<file path="config.mk">
export PLATFORM = sky130hd
export DESIGN_NAME = phyirq_ctrl
export DESIGN_NICKNAME = d
export VERILOG_FILES = /design/src/rtl/phyirq_pkg.sv /design/src/rtl/sc_edge_detect.sv /design/src/rtl/sc_event_latch.sv /design/src/rtl/sc_pin_mux.sv /design/src/rtl/phyirq_ctrl.sv
export SDC_FILE = /design/constraint.sdc
export NUM_CORES = 1
export LEC_CHECK = 0
export CORE_MARGIN = 2
export CORE_UTILIZATION = 39
export DETAILED_ROUTE_END_ITERATION = 10
export DONT_BUFFER_PORTS = 1
export PLACE_DENSITY = 0.58
export SETUP_SLACK_MARGIN = 0.5
export SYNTH_ARGS = -nofsm -noshare
export SYNTH_HDL_FRONTEND = slang
export SYNTH_SLANG_ARGS = --single-unit
</file>
<file path="constraint.sdc">
create_clock -name clk_i -period 0.91 [get_ports clk_i]
set_input_delay 0.0455 -clock clk_i [delete_from_list [all_inputs] [get_ports clk_i]]
set_output_delay 0.0455 -clock clk_i [all_outputs]
set_load 0.01 [all_outputs]
</file>
<file path="src/rtl/phyirq_pkg.sv">
package phyirq_pkg;
    parameter int unsigned SRC_N     = 3;
    parameter int unsigned REG_W     = 16;
    localparam int unsigned EN_BIT     = 15;
    localparam int unsigned MASTER_BIT = 12;
    localparam int unsigned IMASK_BIT  = 11;
    localparam int unsigned BLK_LSB    = 4;
    localparam int unsigned STS_LSB    = 1;
    localparam int unsigned ANY_BIT    = 0;

    typedef struct packed {
        logic             en;
        logic             master;
        logic             imask;
        logic [SRC_N-1:0] blk;
    } ctrl_t;
endpackage

</file>
<file path="src/rtl/sc_edge_detect.sv">
module sc_edge_detect #(
    parameter int unsigned N = 3
) (
    input  logic         clk_i,
    input  logic         rst_n_i,
    input  logic [N-1:0] sig_i,
    output logic [N-1:0] chg_o
);
    typedef struct packed {
        logic [N-1:0] prev;
    } edge_state_t;

    edge_state_t st_d, st_q;

    always_comb begin
        st_d      = st_q;
        st_d.prev = sig_i;
        chg_o     = sig_i ^ st_q.prev;
    end

    always_ff @(posedge clk_i or negedge rst_n_i) begin
        if (!rst_n_i) st_q <= '0;
        else          st_q <= st_d;
    end
endmodule

</file>
<file path="src/rtl/sc_event_latch.sv">
module sc_event_latch #(
    parameter int unsigned N = 3
) (
    input  logic         clk_i,
    input  logic         rst_n_i,
    input  logic [N-1:0] chg_i,
    input  logic         en_i,
    input  logic [N-1:0] blk_i,
    input  logic         clr_i,
    output logic [N-1:0] lat_o
);
    typedef struct packed {
        logic [N-1:0] lat;
    } latch_state_t;

    latch_state_t st_d, st_q;
    logic [N-1:0] set_w;

    always_comb begin
        st_d  = st_q;
        set_w = chg_i & ~blk_i & {N{en_i}};
        if (clr_i) st_d.lat = '0;
        st_d.lat = st_d.lat | set_w;
        lat_o    = st_q.lat;
    end

    always_ff @(posedge clk_i or negedge rst_n_i) begin
        if (!rst_n_i) st_q <= '0;
        else          st_q <= st_d;
    end
endmodule

</file>
<file path="src/rtl/sc_pin_mux.sv">
module sc_pin_mux (
    input  logic irq_mode_i,
    input  logic irq_i,
    input  logic led_tx_n_i,
    input  logic led_rx_n_i,
    input  logic act_n_i,
    output logic pin_tx_n_o,
    output logic pin_tx_oe_o,
    output logic pin_rx_n_o
);
    always_comb begin
        if (irq_mode_i) begin
            pin_tx_n_o  = 1'b0;
            pin_tx_oe_o = irq_i;
            pin_rx_n_o  = act_n_i;
        end else begin
            pin_tx_n_o  = led_tx_n_i;
            pin_tx_oe_o = 1'b1;
            pin_rx_n_o  = led_rx_n_i;
        end
    end
endmodule

</file>
<file path="src/rtl/phyirq_ctrl.sv">
module phyirq_ctrl
    import phyirq_pkg::*;
(
    input  logic             clk_i,
    input  logic             rst_n_i,
    input  logic [SRC_N-1:0] stat_i,
    input  logic             wr_en_i,
    input  logic [REG_W-1:0] wr_data_i,
    input  logic             rd_en_i,
    output logic [REG_W-1:0] rd_data_o,
    output logic             irq_o,
    input  logic             led_tx_n_i,
    input  logic             led_rx_n_i,
    input  logic             act_n_i,
    output logic             pin_tx_n_o,
    output logic             pin_tx_oe_o,
    output logic             pin_rx_n_o
);
    typedef struct packed {
        ctrl_t ctrl;
    } top_state_t;

    top_state_t       st_d, st_q;
    logic [SRC_N-1:0] chg_w;
    logic [SRC_N-1:0] lat_w;

    sc_edge_detect #(.N(SRC_N)) u_edge (
        .clk_i   (clk_i),
        .rst_n_i (rst_n_i),
        .sig_i   (stat_i),
        .chg_o   (chg_w)
    );

    sc_event_latch #(.N(SRC_N)) u_latch (
        .clk_i   (clk_i),
        .rst_n_i (rst_n_i),
        .chg_i   (chg_w),
        .en_i    (st_q.ctrl.en),
        .blk_i   (st_q.ctrl.blk),
        .clr_i   (rd_en_i),
        .lat_o   (lat_w)
    );

    always_comb begin
        st_d = st_q;
        if (wr_en_i) begin
            st_d.ctrl.en     = wr_data_i[EN_BIT];
            st_d.ctrl.master = wr_data_i[MASTER_BIT];
            st_d.ctrl.imask  = wr_data_i[IMASK_BIT];
            st_d.ctrl.blk    = wr_data_i[BLK_LSB +: SRC_N];
        end
    end

    always_ff @(posedge clk_i or negedge rst_n_i) begin
        if (!rst_n_i) st_q <= '0;
        else          st_q <= st_d;
    end

    always_comb begin
        irq_o = st_q.ctrl.en && !st_q.ctrl.master && !st_q.ctrl.imask && (lat_w != '0);
        rd_data_o                     = '0;
        rd_data_o[EN_BIT]             = st_q.ctrl.en;
        rd_data_o[MASTER_BIT]         = st_q.ctrl.master;
        rd_data_o[IMASK_BIT]          = st_q.ctrl.imask;
        rd_data_o[BLK_LSB +: SRC_N]   = st_q.ctrl.blk;
        rd_data_o[STS_LSB +: SRC_N]   = lat_w;
        rd_data_o[ANY_BIT]            = |lat_w;
    end

    sc_pin_mux u_pins (
        .irq_mode_i  (st_q.ctrl.en),
        .irq_i       (irq_o),
        .led_tx_n_i  (led_tx_n_i),
        .led_rx_n_i  (led_rx_n_i),
        .act_n_i     (act_n_i),
        .pin_tx_n_o  (pin_tx_n_o),
        .pin_tx_oe_o (pin_tx_oe_o),
        .pin_rx_n_o  (pin_rx_n_o)
    );
endmodule

</file>
==> results by group <==
Pwr
  – Clock group share of total power: 30.3%
  – Pwr/cell area: 1830 mW/mm^2
  – Net Sw Frac: 28.1%
  – Internal: 1.02 mW
  – Seq pwr share: 47.1%
  – Peak VDD IR: 1.31 mV
  – Leak: 0.348 nW
  – P_sw: 0.397 mW
  – Comb pwr share: 22.6%

Place
  – Placement-stage cell area: 599 sq um
  – DPL Wire Length: 749 microns
  – Port Buffers: 0
  – GPL Wtd Cong: 0.608

Run status
  – Failing checks: negative hold slack, negative setup slack
  – Status: finished, violations left

Worst setup path
  – Worst path required time: 0.86 ns
  – Delay of the slowest cell on the worst path: 0.42 ns
  – Critical-path top delay cell: dfrtp_1
  – Crit path launch type: register
  – Max Fanout on Critical Path: 3
  – Crit. End Element: primary output
  – Largest delay contributor family on the critical path: flip-flops
  – Buf/Inv on CP: 1
  – Worst path cell trace: nor3_4 > inv_1
  – Worst EP arrival: 1.12 ns
  – CP Class: reg -> out
  – R2R depth: 3
  – Worst path depth: 2

Detailed routing
  – Vias/cell: 5.04
  – Post-DR wirelength/cell: 15.5 microns
  – DRT Pass-1 Iters: 1
  – Routed wire length: 1.10 mm
  – Iteration-0 DRC Markers: 0
  – Residual DRC: 0
  – Routed wl met3: 112 microns
  – Top Layer Used: met4
  – Met1 wire length: 405 microns
  – Met2 WL: 538 microns
  – Via count: 358
  – Post-route ant nets: 0

Global routing
  – GRT Overall Usage: 15.4%
  – Vias in the first global route: 341
  – Initial antenna violation count: 0
  – Largest net degree at the start of global routing: 13
  – Gr ovfl total: 0
  – First-pass GRT wire length: 1.48 mm

Layout
  – Area Growth Syn to Fin: 42.4%
  – Final net count: 83
  – Final core occ: 59.4%
  – Share of cells above drive strength 1: 60.7%
  – Fillers: 111
  – Diode count: 0
  – Area taken by flip-flops and latches: 308 sq um
  – Area occupied by multi-input gates: 267 sq um
  – Post-route cell area: 773 sq um

Clock network
  – Clock buffer depth: 2
  – Clk slew on worst S/H paths: 0.08 ns
  – H-tree depth: 1
  – CTS tree: done
  – Root Driver: clkbuf_4
  – Inserted Clock Buffers: 3
  – Clock tree sinks: 12
  – Worst-skew pair later-pin latency: 0.28 ns

Floorplanning
  – Die ar.: 0.00171 sq mm
  – Initial Util: 41.7%
  – Chip Height: 41.3 microns
  – CORE AREA: 0.00130 sq mm
  – Die Wd: 41.3 microns
  – Row cnt: 13
  – # IOs: 46

STA
  – Max Clock Freq: 0.859 GHz
  – Worst relative slew slack: 64.7%
  – Tcrit/Tclk final: 128%
  – Max-slew violations: 0
  – Final Hold Slack: -0.211 ns
  – PnR worst setup slack: -0.255 ns
  – Fin Clk Skew: 0.00377 ns
  – RSZ-0062 raised after global routing: true
  – Worst slew pin tran: 0.529 ns
  – Count of final setup violators: 10
  – Final min period: 1.16 ns
  – Final hold viol count: 23
  – Post-route setup TNS: -1.38 ns

Logic synthesis
  – Number of synthesized register bits: 12
  – Synth unique cells: 15
  – Area contributors post-synth: dfrtp_1 (55%), mux2_2 (12%), buf_4 (9.7%), o32ai_1 (4.8%), xnor2_1 (4.8%)
  – Ys async rst share: 100%
  – Synth Flop Type: dfrtp_1
  – YS warnings: 0
  – Synth top area share: 55.3%
  – Most common library cells after synthesis: dfrtp_1 (12), buf_4 (7), mux2_2 (6)
  – Post-synth EDFFs: 0
  – Syn Std Cell Area: 543 sq um
  – Seq/Total Area, Yosys: 55.3%
  – Syn Inst Count: 44
  – Top-count cell post-synth: dfrtp_1
  – Synth area leader: dfrtp_1
  – Syn avg cell area: 12.3 sq um

Min path
  – Hold Path Depth: 0
  – Worst hold path type: in -> reg

Flow run
  – Max-Cap Viols: 0
==> path summary, 6_finish.rpt <==
path                                  startpoint               end  slack (ns)
worst max-delay path            u_latch.lat_o[0]      rd_data_o[0]       -0.25
worst min-delay path                   stat_i[0]    u_edge.st_q[0]       -0.21
worst max register to register     rd_data_o[15]  u_latch.lat_o[2]       -0.10
worst min register to register      rd_data_o[4]  u_latch.lat_o[0]        0.55
max in group asynchronous                rst_n_i     rd_data_o[11]        0.73
min in group asynchronous                rst_n_i    u_edge.st_q[1]       -0.20
==> per-stage QoR <==
step | total power [mW] | std cells | setup slack [ns]
finish | 1.41 | 71 | -0.255
global route | 1.49 | 71 | -0.321
CTS | 1.39 | 69 | -0.256
detailed placement | 0.874 | 61 | -0.0354
global placement | 0.866 | 61 | -0.000711
floorplan | 0.838 | 49 | 0.0534
==> cell families (layout without fill, tap and decap cells) <==
| family | count (synthesis) | count (layout) | synth area share, % |
|---|---|---|---|
| XOR/XNOR | 3 | 3 | 4.84 |
| multiplexers | 6 | 6 | 12.4 |
| buffers and inverters | 13 | 20 | 14.1 |
| flip-flops | 12 | 12 | 55.3 |
| other | 1 | 6 | 0.691 |
| AND/OR/NAND/NOR | 4 | 4 | 5.53 |
| AO/OA/AOI/OAI | 5 | 5 | 7.14 |
==> per-layer routing <==
metal,global-route usage [%],vias to the layer above
met2,20.3,25
li1,-,158
met4,16.9,0
met5,0,-
met1,17.8,171
met3,5.85,4
==> flip-flops by register name, indices dropped and copies added (netlist names) <==
name           flops
rd_data_o          6
u_edge.st_q        3
u_latch.lat_o      3
==> worst reg2reg max path, stage by stage (launching register included) <==
cell and delay [ns]:
dfrtp_2 0.44, clkinv_4 0.08, buf_6 0.13, o32ai_4 0.26
==> final cells by class <==
| class | instances | area share [%] |
|---|---|---|
| clock buffers | 4 | 4.69 |
| multi-input cells | 24 | 34.5 |
| repair buffers | 11 | 15.5 |
| flip-flops and latches | 12 | 39.8 |
| inverters | 5 | 3.07 |
| well taps | 15 | 2.43 |
==> layout by cell type (no fill, tap or decap), drive strengths merged <==
cell type,instances
dfrtp,12
buf,9
mux2,6
conb,6
inv,4
clkbuf,4
xnor2,3
o32ai,3
clkinv,1
nor3,1
nor4,1
o31ai,1
and2b,1
nand2,1
o21ai,1
dlymetal6s4s,1
dlygate4sd3,1
==> power by group through the flow <==
stage / combinational [mW] / clock (mW) / sequential [mW]
2_1_floorplan: 0.173 / 0 / 0.665
3_3_place_gp: 0.207 / 0 / 0.659
3_5_place_dp: 0.211 / 0 / 0.663
4_1_cts: 0.286 / 0.446 / 0.659
5_1_grt: 0.349 / 0.469 / 0.674
6_report: 0.319 / 0.428 / 0.665
==> repair_timing <==
action                                  4_1_cts  5_1_grt
setup buffers                                 3        1
pin swaps                                     2        1
hold buffers                                  1        1
gates cloned                                  0        0
endpoints found under the setup margin       23       35
endpoints found under the hold margin        24       24
resized for setup                            15       10
(Power assumes the default switching activity.)
